`src/rtl/otp_seq_pkg.sv`:
```
package otp_seq_pkg;
  localparam logic [15:0] A_BLK  = 16'hF100;
  localparam logic [15:0] A_PAGE = 16'hF107;
  localparam logic [15:0] A_BUF  = 16'hF200;
  localparam logic [15:0] A_CMD  = 16'hF220;
  localparam logic [15:0] A_STAT = 16'hF240;
  localparam logic [15:0] A_INT  = 16'hF241;

  localparam logic [15:0] C_OTP   = 16'h0065;
  localparam logic [15:0] C_PRG   = 16'h0080;
  localparam logic [15:0] BUF_CFG = 16'h0800;

  localparam int INT_BIT  = 15;
  localparam int LOCK_BIT = 14;
  localparam int ERR_BIT  = 10;

  typedef enum logic [3:0] {
    S_IDLE, S_BLK, S_PAGE, S_BUF, S_OTP, S_LOAD, S_PRG,
    S_PRD, S_PCHK, S_CLR, S_SRD, S_SCHK, S_RST, S_DONE
  } seq_state_e;
endpackage

```
`src/rtl/otp_poll_timer.sv`:
```
module otp_poll_timer #(
  parameter int unsigned LIMIT = 8
) (
  input  logic clk_i,
  input  logic rst_ni,
  input  logic clr_i,
  input  logic step_i,
  output logic last_o
);
  localparam int unsigned CW = $clog2(LIMIT + 1);
  localparam logic [CW-1:0] LAST = CW'(LIMIT - 1);

  logic [CW-1:0] cnt_q;

  assign last_o = (cnt_q == LAST);

  always_ff @(posedge clk_i or negedge rst_ni) begin
    if (!rst_ni)                cnt_q <= '0;
    else if (clr_i)             cnt_q <= '0;
    else if (step_i && !last_o) cnt_q <= cnt_q + 1'b1;
  end

  a_r7_cnt_bound: assert property (@(posedge clk_i) disable iff (!rst_ni)
    cnt_q <= LAST);
endmodule

```
`src/rtl/otp_stat_dec.sv`:
```
module otp_stat_dec (
  input  logic err_bit_i,
  input  logic lock_bit_i,
  output logic pass_o,
  output logic err_o,
  output logic lock_o
);
  assign pass_o = !err_bit_i;
  assign err_o  = err_bit_i;
  // lock is only reported together with a failed program
  assign lock_o = err_bit_i && lock_bit_i;
endmodule

```
`src/rtl/otp_prog_seq.sv`:
```
module otp_prog_seq
  import otp_seq_pkg::*;
#(
  parameter int unsigned PAGE_W   = 6,
  parameter int unsigned POLL_MAX = 1000,
  parameter logic [15:0] RST_CMD  = 16'h00F0,
  parameter bit          AUTO_INT = 1'b0
) (
  input  logic              clk_i,
  input  logic              rst_ni,
  input  logic              start_i,
  input  logic [PAGE_W-1:0] page_i,
  output logic              load_req_o,
  input  logic              load_done_i,
  output logic [15:0]       bus_addr_o,
  output logic [15:0]       bus_wdata_o,
  output logic              bus_we_o,
  output logic              bus_re_o,
  input  logic [15:0]       bus_rdata_i,
  output logic              done_o,
  output logic              pass_o,
  output logic              err_o,
  output logic              lock_o,
  output logic              tmo_o
);
  seq_state_e state_q, state_d;
  logic [PAGE_W-1:0] page_q;
  logic poll_last, int_seen;
  logic dec_pass, dec_err, dec_lock;
  logic unused_rdata;

  assign int_seen     = bus_rdata_i[INT_BIT];
  assign unused_rdata = ^{bus_rdata_i[13:11], bus_rdata_i[9:0]};

  otp_poll_timer #(.LIMIT(POLL_MAX)) u_timer (
    .clk_i  (clk_i),
    .rst_ni (rst_ni),
    .clr_i  (state_q == S_PRG),
    .step_i (state_q == S_PCHK && !int_seen),
    .last_o (poll_last)
  );

  otp_stat_dec u_dec (
    .err_bit_i  (bus_rdata_i[ERR_BIT]),
    .lock_bit_i (bus_rdata_i[LOCK_BIT]),
    .pass_o     (dec_pass),
    .err_o      (dec_err),
    .lock_o     (dec_lock)
  );

  always_comb begin
    state_d = state_q;
    unique case (state_q)
      S_IDLE:  if (start_i) state_d = S_BLK;
      S_BLK:   state_d = S_PAGE;
      S_PAGE:  state_d = S_BUF;
      S_BUF:   state_d = S_OTP;
      S_OTP:   state_d = S_LOAD;
      S_LOAD:  if (load_done_i) state_d = S_PRG;
      S_PRG:   state_d = S_PRD;
      S_PRD:   state_d = S_PCHK;
      S_PCHK: begin
        if (int_seen)       state_d = AUTO_INT ? S_SRD : S_CLR;
        else if (poll_last) state_d = S_RST;
        else                state_d = S_PRD;
      end
      S_CLR:   state_d = S_SRD;
      S_SRD:   state_d = S_SCHK;
      S_SCHK:  state_d = S_RST;
      S_RST:   state_d = S_DONE;
      S_DONE:  state_d = S_IDLE;
      default: state_d = S_IDLE;
    endcase
  end

  // one register access per state, decoded straight from the state
  always_comb begin
    bus_we_o    = 1'b0;
    bus_re_o    = 1'b0;
    bus_addr_o  = '0;
    bus_wdata_o = '0;
    unique case (state_q)
      S_BLK:  begin bus_we_o = 1'b1; bus_addr_o = A_BLK; end
      S_PAGE: begin bus_we_o = 1'b1; bus_addr_o = A_PAGE; bus_wdata_o = 16'({page_q, 2'b00}); end
      S_BUF:  begin bus_we_o = 1'b1; bus_addr_o = A_BUF; bus_wdata_o = BUF_CFG; end
      S_OTP:  begin bus_we_o = 1'b1; bus_addr_o = A_CMD; bus_wdata_o = C_OTP; end
      S_PRG:  begin bus_we_o = 1'b1; bus_addr_o = A_CMD; bus_wdata_o = C_PRG; end
      S_PRD:  begin bus_re_o = 1'b1; bus_addr_o = A_INT; end
      S_CLR:  begin bus_we_o = 1'b1; bus_addr_o = A_INT; end
      S_SRD:  begin bus_re_o = 1'b1; bus_addr_o = A_STAT; end
      S_RST:  begin bus_we_o = 1'b1; bus_addr_o = A_CMD; bus_wdata_o = RST_CMD; end
      default: ;
    endcase
  end

  assign load_req_o = (state_q == S_LOAD);
  assign done_o     = (state_q == S_DONE);

  always_ff @(posedge clk_i or negedge rst_ni) begin
    if (!rst_ni) begin
      state_q <= S_IDLE;
      page_q  <= '0;
      pass_o  <= 1'b0;
      err_o   <= 1'b0;
      lock_o  <= 1'b0;
      tmo_o   <= 1'b0;
    end else begin
      state_q <= state_d;
      if (state_q == S_IDLE && start_i) begin
        page_q <= page_i;
        pass_o <= 1'b0;
        err_o  <= 1'b0;
        lock_o <= 1'b0;
        tmo_o  <= 1'b0;
      end else if (state_q == S_SCHK) begin
        pass_o <= dec_pass;
        err_o  <= dec_err;
        lock_o <= dec_lock;
      end else if (state_q == S_PCHK && !int_seen && poll_last) begin
        err_o <= 1'b1;
        tmo_o <= 1'b1;
      end
    end
  end

  a_r9_one_strobe: assert property (@(posedge clk_i) disable iff (!rst_ni)
    !(bus_we_o && bus_re_o));
  a_r8_done_pulse: assert property (@(posedge clk_i) disable iff (!rst_ni)
    done_o |=> !done_o);
  a_r8_reset_before_done: assert property (@(posedge clk_i) disable iff (!rst_ni)
    done_o |-> $past(bus_we_o && bus_addr_o == A_CMD && bus_wdata_o == RST_CMD));
  a_r3_prg_after_load: assert property (@(posedge clk_i) disable iff (!rst_ni)
    (bus_we_o && bus_addr_o == A_CMD && bus_wdata_o == C_PRG) |-> $past(load_done_i));
  a_r6_lock_implies_err: assert property (@(posedge clk_i) disable iff (!rst_ni)
    lock_o |-> err_o);
  a_r6_pass_excl: assert property (@(posedge clk_i) disable iff (!rst_ni)
    !(pass_o && err_o));
  a_r7_tmo_result: assert property (@(posedge clk_i) disable iff (!rst_ni)
    tmo_o |-> (err_o && !pass_o && !lock_o));
endmodule

```
`config.mk`:
```
export PLATFORM = sky130hd
export DESIGN_NAME = otp_prog_seq
export DESIGN_NICKNAME = d
export VERILOG_FILES = /design/src/rtl/otp_seq_pkg.sv /design/src/rtl/otp_poll_timer.sv /design/src/rtl/otp_stat_dec.sv /design/src/rtl/otp_prog_seq.sv
export SDC_FILE = /design/constraint.sdc
export NUM_CORES = 1
export LEC_CHECK = 0
export ABC_AREA = 0
export BUFFER_PORTS_ARGS = -buffer_cell sky130_fd_sc_hd__buf_4
export CAP_MARGIN = 0
export CORE_UTILIZATION = 49
export CTS_CLUSTER_SIZE = 20
export DETAILED_ROUTE_END_ITERATION = 6
export GPL_ROUTABILITY_DRIVEN = 0
export PLACE_DENSITY = 0.84
export SYNTH_ARGS = -nofsm -noshare
export SYNTH_HDL_FRONTEND = slang
export SYNTH_HIERARCHICAL = 1
export SYNTH_SLANG_ARGS = --single-unit
export TNS_END_PERCENT = 10
```
`constraint.sdc`:
```
create_clock -name clk_i -period 2.4 [get_ports clk_i]
set_input_delay 0 -clock clk_i [delete_from_list [all_inputs] [get_ports clk_i]]
set_output_delay 0 -clock clk_i [all_outputs]
set_load 0.01 [all_outputs]
```
# After elaboration in Yosys (flattened, before gate mapping)
# Index checks and enable logic that the tools add are counted.
[word_totals]
out_inout_bits = 40
regBits = 24
in_bits = 26
wordCells = 64
[classes]
mux = 20
n_addsub = 1
eq_ne = 17
reduce_logical = 19
[op_table]
columns = ["operator", "n"]
rows = [
  ["16-bit one-hot mux with 6 select lines", 1],
  ["12-bit one-hot mux with 5 select lines", 1],
  ["4-bit one-hot mux with 13 select lines", 1],
  ["4-bit == test (second input constant)", 6],
  ["10-bit 2-to-1 mux", 2],
  ["4-bit by 3-bit == test with 1-bit output (second input constant)", 4],
  ["4-bit 2-to-1 mux", 4],
  ["1-bit 2-to-1 mux", 11],
  ["10-bit by 1-bit adder with 10-bit output (second input constant)", 1],
  ["10-bit == test (second input constant)", 1],
  ["4-bit by 2-bit == test with 1-bit output (second input constant)", 2],
  ["7-bit OR reduction", 1],
  ["2-bit nonzero test", 3],
  ["1-bit logical AND", 5],
  ["4-bit by 1-bit == test with 1-bit output (second input constant)", 1],
  ["4-bit logical NOT", 1],
  ["2-bit != test (second input constant)", 2],
  ["2-bit AND reduction", 2],
  ["2-bit OR reduction", 2],
  ["1-bit logical NOT", 3],
  ["3-bit nonzero test", 1],
  ["3-bit OR reduction", 1],
  ["2-bit by 1-bit != test with 1-bit output (second input constant)", 1],
]

# Longest topological paths before layout
# Gate-level depths: netlist of the first run.
[logic_depth]
depth_word = 6
depth_mapped = 8
mapped_depth_nobuf = 6

# Hierarchy
# The synthesis of the first run kept the hierarchy.
[by_module_without_submodules]
columns = ["mod", "instances", "area_each_um2", "cells_each"]
rows = [
  ["otp_prog_seq", 1, 1074.8, 127],
  ["otp_poll_timer", 1, 606.8, 63],
  ["otp_stat_dec", 1, 17.5, 3],
]

# Worst setup path before layout of the first run
# No wires, ideal clock.
[synth_path]
path_type = "register -> register"
startpoint = "register state_q[1]"
endpoint = "register u_timer.cnt_q[7]"
required_time_ns = 2.323
setup_ns = 0.077
arrival_ns = 1.948
stages_incl_launch_ff = 9
synth_period_minus_slack_ns = 2.026
path_buffers = 3
setup_slack_ns = 0.374
cell_sequence = "dfrtp_1 buf_6 or2_1 buf_6 nor3_1 buf_6 nand4_2 or4_1 a21oi_1"
[synth_via]
elab_chain_len = 4
[synth_lines]
columns = ["item", "line", "rtl"]
rows = [
  ["from (decl)", "otp_prog_seq.sv:26", "seq_state_e state_q, state_d;"],
  ["from (signal assigned)", "otp_prog_seq.sv:108", "state_q <= state_d;"],
  ["4-bit == test", "otp_prog_seq.sv:39", ".step_i (state_q == S_PCHK && !int_seen),"],
  ["1-bit logical AND", "otp_prog_seq.sv:39", ""],
  ["1-bit logical AND", "otp_poll_timer.sv:20", "else if (step_i && !last_o) cnt_q <= cnt_q + 1'b1;"],
  ["2-bit nonzero test (no source line)", "-", ""],
  ["to (signal assigned)", "otp_poll_timer.sv:20", ""],
  ["to (decl)", "otp_poll_timer.sv:13", "logic [CW-1:0] cnt_q;"],
]
# Several ways; a longest one is shown, not always the timed one.
# A chain may end at the register's enable or synchronous reset.

# Worst setup path in the final report of the first run
[layout_path]
startpoint = "register state_q[3]"
endpoint = "register u_timer.cnt_q[9]"
# The elaborated chain is that of the path after synthesis.

==> flow_metrics.env, run 1 <==
export IMPL_hold_buffers=9
export IMPL_synth_edf_count=0
export IMPL_status="finished, final reports clean"
export IMPL_initial_core_util_pct=50.92
export IMPL_crit_arrival_ns=2.29
export IMPL_cts_buffers_inserted=3
export IMPL_worstSetupStartpointType="flip-flop"
export IMPL_path_cells="nand2b_1 -> nor3_1 -> buf_4 -> nand4_2 -> or4_1 -> a21oi_1"
export IMPL_worst_path_max_delay_cell="dfrtp_1"
export IMPL_drive_gt1_share_pct=26.92
export IMPL_dr_first_iter_drc_count=54
export IMPL_fin_ws_ns=0.3491
export IMPL_postSynthCellCount=193
export IMPL_required_ns=2.64
export IMPL_io_pins=66
export IMPL_p_leak_nw=0.9648
export IMPL_wirelength_um=3708
export IMPL_num_antenna_cells=0
export IMPL_coreArea_um2=3337
export IMPL_drv_cap=0
export IMPL_grt_start_max_net_pins=25
export IMPL_grt_pass1_wl_um=5885
export IMPL_clockRootBuffer="clkbuf_4"
export IMPL_final_cell_area_um2=2053
export IMPL_synth_ff_type="dfrtp_1"
export IMPL_min_period_over_period_pct=85.46
export IMPL_clk_pin_slew_ns=0.14
export IMPL_synthDistinctLibCells=48
export IMPL_cts_resized_gates=0
export IMPL_finalHoldViolCount=0
export IMPL_combinationalPowerShare_pct=63.3
export IMPL_synth_area_top_cells="dfrtp_1 35%, buf_4 8.0%, mux2_2 4.0%, a21oi_1 3.8%, nor2_1 3.5%"
export IMPL_synth_most_common_cell="dfrtp_1"
export IMPL_netlist_area_leader_share_pct=35.35
export IMPL_peakVddDrop_mv=0.7029
export IMPL_finalSetupViolations=0
export IMPL_fin_cells=280
export IMPL_wl_per_cell_um=13.24
export IMPL_drtPass1Iterations=4
export IMPL_cp_max_fo=11
export IMPL_vias=1493
export IMPL_rsz0062_at_grt="no"
export IMPL_viasPerCell=5.332
export IMPL_seq_power_share_pct=28.4
export IMPL_clkPwrFrac_pct=8.3
export IMPL_grtUsageTotal_pct=21.40
export IMPL_die_y_um=60.89
export IMPL_htree_levels=1
export IMPL_dp_hpwl_um=2552
export IMPL_pwr_density_cell_nw_per_um2=1055
export IMPL_end_kind="flip-flop"
export IMPL_placed_cell_area_um2=1941
export IMPL_path_class="reg2reg"
export IMPL_fin_setup_tns_ns=0
export IMPL_slew_viol_final=0
export IMPL_clock_fmax_mhz=487.6
export IMPL_cpPeakStageDelay_ns=0.53
export IMPL_rows=21
export IMPL_clock_latency_ns=0.32
export IMPL_syn_area_um2=1699
export IMPL_cts_sinks=24
export IMPL_die_area_um2=3707
export IMPL_crit_buf_inv=1
export IMPL_synth_seq_area_share_pct=35.35
export IMPL_grt_pass1_vias=1325
export IMPL_die_w_um=60.89
export IMPL_place_inst=268
export IMPL_nNetsFinal=263
export IMPL_avgSynthCellArea_um2=8.804
export IMPL_ant_nets=0
export IMPL_fin_skew_ns=0.01287
export IMPL_clock_path_buffers=2
export IMPL_synthArstFlopShare_pct=100.0
export IMPL_internal_power_mw=1.246
export IMPL_cts_tree="built"
export IMPL_p_sw_share_pct=42.47
export IMPL_area_growth_pct=20.84
export IMPL_yosysTopAreaCell="dfrtp_1"
export IMPL_switchingPower_mw=0.9195
export IMPL_period_needed_ns=2.051
export IMPL_synth_commonest_cells="24 x dfrtp_1, 18 x buf_4, 16 x nor2_1, 13 x a21oi_1, 10 x nand2_1"
export IMPL_ys_seq_elements=24
export IMPL_portBuffers=39
export IMPL_cts_setup_buffers=0
export IMPL_antenna_found_initial=0
export IMPL_gr_total_overflow=0
export IMPL_critical_path_top_delay_family="simple AND/OR/NAND/NOR gates"
export IMPL_hp_class="in2reg"
export IMPL_place_ws_ns=0.4107
export IMPL_yosys_warnings=6
export IMPL_drc=0
-- routing by layer --
layer	vias up	share of wire, %	GRT usage (%)	routed length [um]
li1	741	-	-	-
met4	0	1.0	8.117	37
met2	43	49	34.54	1806
met5	-	0	0	0
met1	705	47	28.13	1730
met3	4	3.6	4.691	134
-- cell families (layout without fill, tap and decap cells) --
kind of cell | Yosys count | in the layout | synth area share, %
AOI/OAI and AO/OA | 42 | 42 | 15.69
xor gates and xnor gates | 1 | 1 | 0.5156
adders and majority gates | 1 | 1 | 0.7363
buffers and inverters | 36 | 65 | 13.92
DFF | 24 | 24 | 35.35
muxes | 10 | 10 | 6.333
other | 1 | 13 | 0.2207
and+or+nand+nor | 78 | 78 | 27.25
-- placed cells by master (no fill, tap or decap), drive strengths merged, types with 8 or more instances in the layout --
cell / n
nand2: 10
nor2: 16
a21oi: 15
nand2b: 8
buf: 47
dfrtp: 24
dlygate4sd3: 9
conb: 13
o21ai: 9
-- worst register-to-register path, stage by stage, from the launching register on --
cell      delay [ns]
dfrtp_1         0.53
nand2b_1        0.22
nor3_1          0.18
buf_4           0.19
nand4_2         0.20
or4_1           0.52
a21oi_1         0.15
-- through the flow --
step	utilization [%]	hold slack (ns)	power, mW
after floorplan	-	-0.2956	1.554
after global placement	58.16	-0.08524	1.945
after detailed placement	58.16	-0.08267	1.969
after CTS	61.53	0.02597	2.163
after global routing	61.53	0.05637	2.331
final	61.53	0.02647	2.165
-- final cells by class --
class,instances,area [um^2]
clock buffer,3,22.52
fill,292,1284
inverter,6,22.52
multi-input combinational,145,907.1
sequential,24,600.6
tap,46,57.56
timing repair buffer,56,442.9
-- path summary, 6_finish.rpt --
kind | start | to | slack (ns) | cells after the start
min in group asynchronous | rst_ni | state_q[2]$_DFFE_PN0P_ | 0.10 | 2
max in group asynchronous | rst_ni | err_o$_DFFE_PN0P_ | 2.05 | 2
worst max-delay path | state_q[3]$_DFFE_PN0P_ | u_timer/cnt_q[9]$_DFFE_PN0P_ | 0.35 | 6
worst max register to register | state_q[3]$_DFFE_PN0P_ | u_timer/cnt_q[9]$_DFFE_PN0P_ | 0.35 | 6
worst min-delay path | bus_rdata_i[14] | lock_o$_DFFE_PN0P_ | 0.03 | 4
worst min register to register | page_q[5]$_DFFE_PN0P_ | page_q[5]$_DFFE_PN0P_ | 0.52 | 1
-- power by group through the flow --
stage | Combinational, mW | Clock, mW | Sequential (mW)
after CTS | 1.37 | 0.185 | 0.610
after floorplan | 0.947 | 0 | 0.607
final | 1.37 | 0.180 | 0.614
after global placement | 1.33 | 0 | 0.613
after detailed placement | 1.35 | 0 | 0.619
after global routing | 1.50 | 0.206 | 0.626
-- registers in the layout (all words and copies together), names as in the netlist --
register / cells
state_q: 4
pass_o: 1
lock_o: 1
tmo_o: 1
u_timer/cnt_q: 10
err_o: 1
page_q: 6
Note: power is estimated with default switching activity, not from simulation.
==> inputs of run 2 (changes only) <==
Settings changed: CELL_PAD_IN_SITES_DETAIL_PLACEMENT set to 1, CELL_PAD_IN_SITES_GLOBAL_PLACEMENT set to 1, CORE_UTILIZATION 49 to 35, PLACE_DENSITY 0.84 to 0.83.
==> run 2 against run 1 <==
Sequential share of layout area shrank 0.51 points. Power grew 11%. Register-to-register slack lost 0.06 ns. Clock power grew 110%. First-iteration DRC count shrank 11%. Global-route usage shrank 1.9 points. Routed wire length grew 26%. Non-clock buffer count shrank 2. Sequential power grew 1%. Critical endpoint unchanged. Largest power group unchanged.
==> flow_metrics.env, run 2 (synthesis results as in run 1) <==
export IMPL_clock_latency_ns=0.28
export IMPL_hold_buffers=7
export IMPL_nNetsFinal=261
export IMPL_gr_total_overflow=0
export IMPL_ant_nets=0
export IMPL_top_regs="u_timer/cnt_q: 10 flops, page_q: 6 flops, state_q: 4 flops"
export IMPL_dr_first_iter_drc_count=48
export IMPL_grt_start_max_net_pins=25
export IMPL_drtPass1Iterations=4
export IMPL_io_pins=66
export IMPL_reg2reg_slack_ns=0.29
export IMPL_initial_core_util_pct=37.72
export IMPL_grt_pass1_vias=1635
export IMPL_largest_reg_flops=10
export IMPL_wirelength_um=4659
export IMPL_cts_tree="built"
export IMPL_min_period_over_period_pct=87.91
export IMPL_cts_buffers_inserted=3
export IMPL_area_growth_pct=22.97
export IMPL_cpPeakStageDelay_ns=0.53
export IMPL_fill_cells=546
export IMPL_path_class="reg2reg"
export IMPL_die_y_um=71.68
export IMPL_cts_resized_gates=0
export IMPL_hold_start="bus_rdata_i[10]"
export IMPL_rows=24
export IMPL_vias=1560
export IMPL_worst_path_max_delay_cell="or4_1"
export IMPL_r2r_end="u_timer/cnt_q[9]$_DFFE_PN0P_"
export IMPL_viasPerCell=5.474
export IMPL_fin_setup_tns_ns=0
export IMPL_portBuffers=39
export IMPL_grtUsageTotal_pct=19.49
export IMPL_crit_arrival_ns=2.32
export IMPL_finalHoldViolCount=0
export IMPL_hold_depth=4
export IMPL_clock_fmax_mhz=474.0
export IMPL_whs_endpoint="pass_o$_DFFE_PN0P_"
export IMPL_clock_path_buffers=2
export IMPL_die_area_um2=5137
export IMPL_hp_class="in2reg"
export IMPL_fin_cells=285
export IMPL_status="finished, final reports clean"
export IMPL_max_flop_register="u_timer/cnt_q"
export IMPL_cp_max_fo=8
export IMPL_num_antenna_cells=0
export IMPL_die_w_um=71.68
export IMPL_cts_sinks=24
export IMPL_rsz0062_at_grt="no"
export IMPL_drc=0
export IMPL_drv_cap=0
export IMPL_antenna_found_initial=0
export IMPL_worstSetupStartpointType="flip-flop"
export IMPL_coreArea_um2=4504
export IMPL_clockRootBuffer="clkbuf_8"
export IMPL_slew_viol_final=0
export IMPL_required_ns=2.61
export IMPL_htree_levels=1
export IMPL_drive_gt1_share_pct=27.47
export IMPL_period_needed_ns=2.110
export IMPL_final_common_cell="buf_4"
export IMPL_end_kind="flip-flop"
export IMPL_dp_hpwl_um=3331
export IMPL_p_leak_nw=0.9791
export IMPL_final_cell_mix="47 x buf_4, 24 x dfrtp_1, 16 x nor2_1, 13 x a21oi_1, 13 x conb_1"
export IMPL_grt_pass1_wl_um=7845
export IMPL_wl_per_cell_um=16.35
export IMPL_place_inst=274
export IMPL_clk_pin_slew_ns=0.09
export IMPL_peakVddDrop_mv=0.6372
export IMPL_finalSetupViolations=0
export IMPL_pwr_density_cell_nw_per_um2=1149
export IMPL_path_cells="or2_1 -> nor3_1 -> buf_4 -> nand4_2 -> or4_1 -> a21oi_1"
export IMPL_cts_setup_buffers=0
export IMPL_fin_skew_ns=0.003298
export IMPL_r2r_start="state_q[1]$_DFFE_PN0P_"
export IMPL_rr_worst_depth=6
[run 2: cell types whose count changed in the layout (fill, tap and decap cells not counted), sizes merged]
cell and change:
dlygate4sd3 -2, bufinv +1
[run 2: cell type report]
class	instances	area (um^2)	area share, %
clock buffers	3	41.29	1.976
clock inverters	1	30.03	1.437
inverters	6	22.52	1.078
multi-input cells	145	907.1	43.41
flip-flops and latches	24	600.6	28.74
well taps	52	65.06	3.114
repair buffers	54	422.9	20.24
[run 2: per-layer routing]
layer  vias up  GRT usage [%]  wire (um)
met5         -              0          0
met4         0          6.972         94
met3         8          2.250        126
met2        38          34.38       2352
met1       771          24.54       2085
li1        743              -          -
[run 2: worst max path at each step]
stage                                       from                           end  slack (ns)  cells past startpoint
after global routing      state_q[0]$_DFFE_PN0P_  u_timer/cnt_q[7]$_DFFE_PN0P_        0.17                      6
after floorplan           state_q[1]$_DFFE_PN0P_  u_timer/cnt_q[7]$_DFFE_PN0P_        0.37                      8
final                     state_q[1]$_DFFE_PN0P_  u_timer/cnt_q[9]$_DFFE_PN0P_        0.29                      6
after CTS                 state_q[0]$_DFFE_PN0P_  u_timer/cnt_q[9]$_DFFE_PN0P_        0.30                      6
after global placement    state_q[0]$_DFFE_PN0P_  u_timer/cnt_q[7]$_DFFE_PN0P_        0.37                      6
after detailed placement  state_q[0]$_DFFE_PN0P_  u_timer/cnt_q[3]$_DFFE_PN0P_        0.32                      6
[run 2: where the power goes]
group | leakage [nW] | internal [mW] | switching [mW]
clock | 0.0357 | 0.224 | 0.146
combinational | 0.629 | 0.654 | 0.758
sequential | 0.314 | 0.527 | 0.0924
total | 0.979 | 1.40 | 0.995
[run 2: per-stage QoR]
stage          cell area, um^2  hold slack, ns  worst slack, ns  util (%)  total power, mW
2_1_floorplan             1744         -0.2956           0.3744         -            1.554
3_3_place_gp              1948        -0.07555           0.3699     43.25            1.969
3_5_place_dp              1948        -0.07507           0.3161     43.25            2.016
4_1_cts                   2090         0.04288           0.2986     46.39            2.397
5_1_grt                   2090         0.05875           0.1730     46.39            2.549
6_report                  2090         0.04457           0.2902     46.39            2.400
[run 2: critical path, delay by kind of cell, from the launching register on]
kind	cells	cell delay [ns]
simple gates	4	1.32
flops	1	0.39
buf+inv	1	0.19
compound gates	1	0.15
